**config.mk**
```make
export PLATFORM = sky130hd
export DESIGN_NAME = cs_idle_release
export DESIGN_NICKNAME = d
export VERILOG_FILES = /design/src/rtl/csto_pkg.sv /design/src/rtl/csto_idle_counter.sv /design/src/rtl/csto_fsm.sv /design/src/rtl/csto_flag.sv /design/src/rtl/cs_idle_release.sv
export SDC_FILE = /design/constraint.sdc
export NUM_CORES = 1
export LEC_CHECK = 0
export BUFFER_PORTS_ARGS = -buffer_cell sky130_fd_sc_hd__buf_4
export CAP_MARGIN = 20
export CELL_PAD_IN_SITES_DETAIL_PLACEMENT = 1
export CELL_PAD_IN_SITES_GLOBAL_PLACEMENT = 2
export CORE_ASPECT_RATIO = 0.9
export CORE_MARGIN = 1.5
export CORE_UTILIZATION = 32
export CTS_CLUSTER_SIZE = 14
export DETAILED_ROUTE_END_ITERATION = 10
export GPL_TIMING_DRIVEN = 0
export PLACE_DENSITY = 0.84
export SLEW_MARGIN = 15
export SYNTH_ARGS = -nofsm -noshare
export SYNTH_HDL_FRONTEND = slang
export SYNTH_SLANG_ARGS = --single-unit
```
**constraint.sdc**
```tcl
create_clock -name clk -period 3.3 [get_ports clk]
set_clock_uncertainty 0.1 [all_clocks]
set_input_delay 0.165 -clock clk [delete_from_list [all_inputs] [get_ports clk]]
set_output_delay 0.165 -clock clk [all_outputs]
set_load 0.01 [all_outputs]
```
**src/rtl/csto_pkg.sv**
```systemverilog
`timescale 1ns/1ps
package csto_pkg;
  typedef enum logic [1:0] {
    ST_IDLE = 2'd0,
    ST_BUSY = 2'd1,
    ST_HOLD = 2'd2
  } cs_state_e;
endpackage

```
**src/rtl/csto_idle_counter.sv**
```systemverilog
`timescale 1ns/1ps
module csto_idle_counter #(
  parameter int CNT_W = 16
) (
  input  logic             clk,
  input  logic             rst,
  input  logic             clr,
  input  logic             run,
  input  logic [CNT_W-1:0] limit,
  output logic             hit
);
  localparam int EXT_W = CNT_W + 1;

  logic [CNT_W-1:0] cnt_q;
  logic [EXT_W-1:0] cnt_nxt;

  assign cnt_nxt = {1'b0, cnt_q} + EXT_W'(1);
  assign hit     = run && (cnt_nxt >= {1'b0, limit});

  always_ff @(posedge clk) begin
    if (rst || clr)
      cnt_q <= '0;
    else if (run)
      cnt_q <= cnt_nxt[CNT_W-1:0];
  end


  idle_clear_chk: assert property (@(posedge clk) disable iff (rst)
    clr |=> (cnt_q == '0));


  idle_step_chk: assert property (@(posedge clk) disable iff (rst)
    (run && !clr && !hit) |=> (cnt_q == $past(cnt_q) + CNT_W'(1)));
endmodule

```
**src/rtl/csto_fsm.sv**
```systemverilog
`timescale 1ns/1ps
module csto_fsm
  import csto_pkg::*;
(
  input  logic      clk,
  input  logic      rst,
  input  logic      kill,
  input  logic      start,
  input  logic      fin,
  input  logic      mm,
  input  logic      hit,
  output cs_state_e state_q,
  output logic      cs_n_q,
  output logic      expire
);
  cs_state_e state_d;

  always_comb begin
    state_d = state_q;
    expire  = 1'b0;
    if (kill) begin
      state_d = ST_IDLE;
    end else if (start) begin
      state_d = ST_BUSY;
    end else begin
      unique case (state_q)
        ST_BUSY: if (fin) state_d = mm ? ST_HOLD : ST_IDLE;
        ST_HOLD: begin
          if (!mm) begin
            state_d = ST_IDLE;
          end else if (hit) begin
            state_d = ST_IDLE;
            expire  = 1'b1;
          end
        end
        default: state_d = ST_IDLE;
      endcase
    end
  end

  always_ff @(posedge clk) begin
    if (rst) begin
      state_q <= ST_IDLE;
      cs_n_q  <= 1'b1;
    end else begin
      state_q <= state_d;
      cs_n_q  <= (state_d == ST_IDLE);
    end
  end


  leave_mm_chk: assert property (@(posedge clk) disable iff (rst)
    (state_q == ST_HOLD && !mm && !kill && !start) |=> (cs_n_q && !$past(expire)));


  idle_end_chk: assert property (@(posedge clk) disable iff (rst)
    (state_q == ST_IDLE && !start) |=> cs_n_q);
endmodule

```
**src/rtl/csto_flag.sv**
```systemverilog
`timescale 1ns/1ps
module csto_flag (
  input  logic clk,
  input  logic rst,
  input  logic set,
  input  logic clr,
  input  logic irq_en,
  output logic flag_q,
  output logic irq_q
);
  logic flag_d;

  assign flag_d = set | (flag_q & ~clr);

  always_ff @(posedge clk) begin
    if (rst) begin
      flag_q <= 1'b0;
      irq_q  <= 1'b0;
    end else begin
      flag_q <= flag_d;
      irq_q  <= flag_d & irq_en;
    end
  end


  flag_sticky_chk: assert property (@(posedge clk) disable iff (rst)
    (flag_q && !clr) |=> flag_q);


  flag_setwin_chk: assert property (@(posedge clk) disable iff (rst)
    set |=> flag_q);
endmodule

```
**src/rtl/cs_idle_release.sv**
```systemverilog
`timescale 1ns/1ps
module cs_idle_release
  import csto_pkg::*;
#(
  parameter int LIMIT_W = 16
) (
  input  logic               clk,
  input  logic               rst,
  input  logic               ctl_en,
  input  logic               abort_req,
  input  logic               tmo_en,
  input  logic [LIMIT_W-1:0] tmo_limit,
  input  logic               mm_mode,
  input  logic               acc_start,
  input  logic               acc_end,
  input  logic               tmo_irq_en,
  input  logic               tmo_flag_clr,
  output logic               cs_n,
  output logic               tmo_flag,
  output logic               tmo_irq
);
  cs_state_e st;
  logic kill, hold_run, cnt_clr, cnt_hit, expire, cs_n_q;

  assign kill     = abort_req | ~ctl_en;
  assign hold_run = (st == ST_HOLD) && mm_mode && tmo_en && !kill && !acc_start;
  assign cnt_clr  = !hold_run;

  csto_idle_counter #(.CNT_W(LIMIT_W)) u_cnt (
    .clk   (clk),
    .rst   (rst),
    .clr   (cnt_clr),
    .run   (hold_run),
    .limit (tmo_limit),
    .hit   (cnt_hit)
  );

  csto_fsm u_fsm (
    .clk     (clk),
    .rst     (rst),
    .kill    (kill),
    .start   (acc_start),
    .fin     (acc_end),
    .mm      (mm_mode),
    .hit     (cnt_hit),
    .state_q (st),
    .cs_n_q  (cs_n_q),
    .expire  (expire)
  );

  csto_flag u_flag (
    .clk    (clk),
    .rst    (rst),
    .set    (expire),
    .clr    (tmo_flag_clr),
    .irq_en (tmo_irq_en),
    .flag_q (tmo_flag),
    .irq_q  (tmo_irq)
  );

  assign cs_n = cs_n_q;


  kill_release_chk: assert property (@(posedge clk) disable iff (rst)
    kill |=> cs_n);


  start_assert_chk: assert property (@(posedge clk) disable iff (rst)
    (acc_start && !kill) |=> !cs_n);


  flag_with_release_chk: assert property (@(posedge clk) disable iff (rst)
    $rose(tmo_flag) |-> $rose(cs_n));


  irq_gated_chk: assert property (@(posedge clk) disable iff (rst)
    tmo_irq |-> tmo_flag);


  no_count_hold_chk: assert property (@(posedge clk) disable iff (rst)
    (!cs_n && !tmo_en && !kill && mm_mode) |=> !cs_n);
endmodule

```
==> flow_summary.yaml <==
worst_setup_path:
  criticalPathCategory: "reg -> reg"
  cp-start-kind: "flip-flop"
  critical_path_peak_fanout: 5
  cp-end-kind: "flip-flop"
  r2r_setup_slack_ps: 290
  cp.required_ps: 3340
  arrival_ps: 3050
global_route:
  grt_pass1_vias: 1305
  antenna_found_initial: 0
  grt_max_degree: 12
  grtUsageTotal_pct: 14.4
  grt_pass1_wl_um: 5450
  gr-total-overflow: 0
clocking:
  tritoncts: "built"
  root_buffer: "clkbuf_8"
  clk_path_buf_depth: 2
  cts_sinks: 21
  cts.repair.resized: 0
  cts_made_buffers: 3
  post_cts_buffers: 0
  htreeDepth: 1
  postCtsHoldBufs: 0
  clk_pin_slew_ps: 70
  clk_latency_ps: 260
floorplanning:
  ios: 29
  start_util_pct: 34.2
  rows: 22
  core_area_um2: 4180
  design.die.area_um2: 4880
  die_x_um: 73.4
  die_height_um: 66.4
routing:
  drt-total-wl_um: 3140
  vias: 1191
  initialDrtViolationCount: 20
  vias_per_cell: 4.71
  wl_per_cell_um: 12.4
  drc_errors: 0
  antenna_left: 0
  drtPass1Iterations: 4
power:
  power.density_nw_per_um2: 266
  switchingPower_w: 0.0000999
  power_frac_clock_pct: 35.7
  ir_drop_mv: 0.119
  p_seq_share_pct: 54.4
  power.internal_w: 0.000368
  leakage_nw: 0.829
  p_comb_share_pct: 9.9
  p_sw_share_pct: 21.4
synth:
  synth-compound-area-share_pct: 11.8
  synth_edf_count: 0
  yosys.area_share.simple_pct: 26.0
  yosys-mux-area-fraction_pct: 0.701
  synthXorXnorAreaFrac_pct: 8.58
  netlist_instances: 161
  ys_warn_count: 0
  syn_area_per_cell_um2: 8.87
  synth_top_family_by_area: "simple AND/OR/NAND/NOR gates"
  synth_top_flop_cell: "dfxtp_1"
  synth_nets: 206
  synth_fa_ha_area_share_pct: 16.6
  synth_area_um2: 1430
  async_reset_ff_share_pct: 0
  ys_ff_latch: 21
  yosysSeqAreaShare_pct: 29.4
  synth_cell_type_count: 36
timing:
  setup_viol_count_final: 0
  worst_slew_pin_slew_ps: 346
  rsz0062_at_grt: "no"
  min_period_ps: 3010
  hold_ws_ps: 15.1
  finalCritPeriodShare_pct: 91.2
  max_clock_freq_mhz: 332
  final_hold_viol_count: 0
  fin_setup_tns_ps: 0
  maxSlewHeadroom_pct: 76.9
  report.final.slew_viol_count: 0
worst_hold_path:
  min_path_type: "in -> reg"
cells_and_area:
  syn2layout_area_growth_pct: 23.1
  nets: 239
  final_area_um2: 1760
  drive_gt1_share_pct: 27.5
  final_cell_mix: "buf_4, inv_1, dfxtp_1"
  antenna_cells: 0
  final_common_cell: "buf_4"
job:
  drv_cap: 0
status:
  status: "finished clean"
place:
  routabilityCongestion: 0.759
  dpl_cell_area_um2: 1710
  place_hpwl_um: 2760
  numPortBuffers: 28
[Yosys cell counts (all sizes together), types with 2 or more instances]
cell type | count | share of area, %
inv | 23 | 6.0
o21a | 3 | 1.6
a21oi | 10 | 3.8
nand2b | 2 | 0.88
dfxtp | 21 | 29
and3 | 4 | 2.3
or4 | 3 | 2.1
nand3 | 9 | 4.4
ha | 19 | 17
nand4 | 2 | 0.88
nand2 | 8 | 2.1
a21o | 2 | 1.1
xnor2 | 6 | 3.7
nor2 | 12 | 3.2
nor2b | 15 | 7.6
xor2 | 8 | 4.9
o21ai | 2 | 0.70
[critical path: stages (launching register included)]
cell	delay (ps)
dfxtp_1	400
ha_1	320
nand3_4	140
nor3_1	200
xor2_1	280
ha_1	310
a21oi_1	150
o21a_1	170
a2bb2oi_2	170
o211ai_2	140
a2111oi_2	430
nor2_1	80
[worst paths after layout]
path / from / depth (start not counted) / end
setup reg to reg: u_cnt.cnt_q[0] / 11 / u_fsm.cs_n_q
setup / recovery: u_cnt.cnt_q[0] / 11 / u_fsm.cs_n_q
hold / removal: rst / 2 / u_flag.irq_q
hold reg to reg: u_cnt.cnt_q[0] / 1 / u_cnt.cnt_q[0]
[routing by layer]
layer | global-route usage [%] | vias to the layer above | routed length [µm]
met3 | 2.74 | 3 | 101
met5 | 0 | - | 0
li1 | - | 606 | -
met1 | 16.9 | 562 | 1450
met4 | 2.78 | 0 | 17
met2 | 26.9 | 20 | 1570
[power groups by stage]
stage | Combinational [W] | Sequential [W] | Clock, W
finish | 0.0000463 | 0.000254 | 0.000167
global route | 0.0000522 | 0.000254 | 0.000188
CTS | 0.0000476 | 0.000254 | 0.000172
detailed placement | 0.0000473 | 0.000260 | 0
floorplan | 0.0000173 | 0.000260 | 0
global placement | 0.0000442 | 0.000260 | 0
[cell type report]
type	instances	area (µm²)
fillers	525	2420
flip-flops and latches	21	420
plain buffers	1	11.3
multi-input cells	116	911
well taps	60	75.1
repair buffers	28	210
inverters	23	86.3
clock buffers	4	45.0
[sequential cells by signal (all words and copies together) (netlist names)]
name,count
u_flag.irq_q,1
u_fsm.cs_n_q,1
u_cnt.cnt_q,16
u_fsm.state_q,2
u_flag.flag_q,1
[metrics by stage]
step,utilization [%],setup WS (ps),power (W),std cells
finish,42.0,290,0.000468,253
global route,42.0,25.1,0.000494,253
CTS,42.0,252,0.000474,253
detailed placement,41.0,265,0.000307,249
global placement,41.0,359,0.000304,249
floorplan,-,714,0.000278,161
[cells by family (layout without fill, tap and decap cells)]
kind of cell / Yosys count / count (layout)
simple gates: 59 / 59
buf+inv: 24 / 56
compound gates: 23 / 23
flops: 21 / 21
fa+ha+maj: 19 / 19
xor+xnor: 14 / 14
mux: 1 / 1
Note: power is estimated with default switching activity, not from simulation.
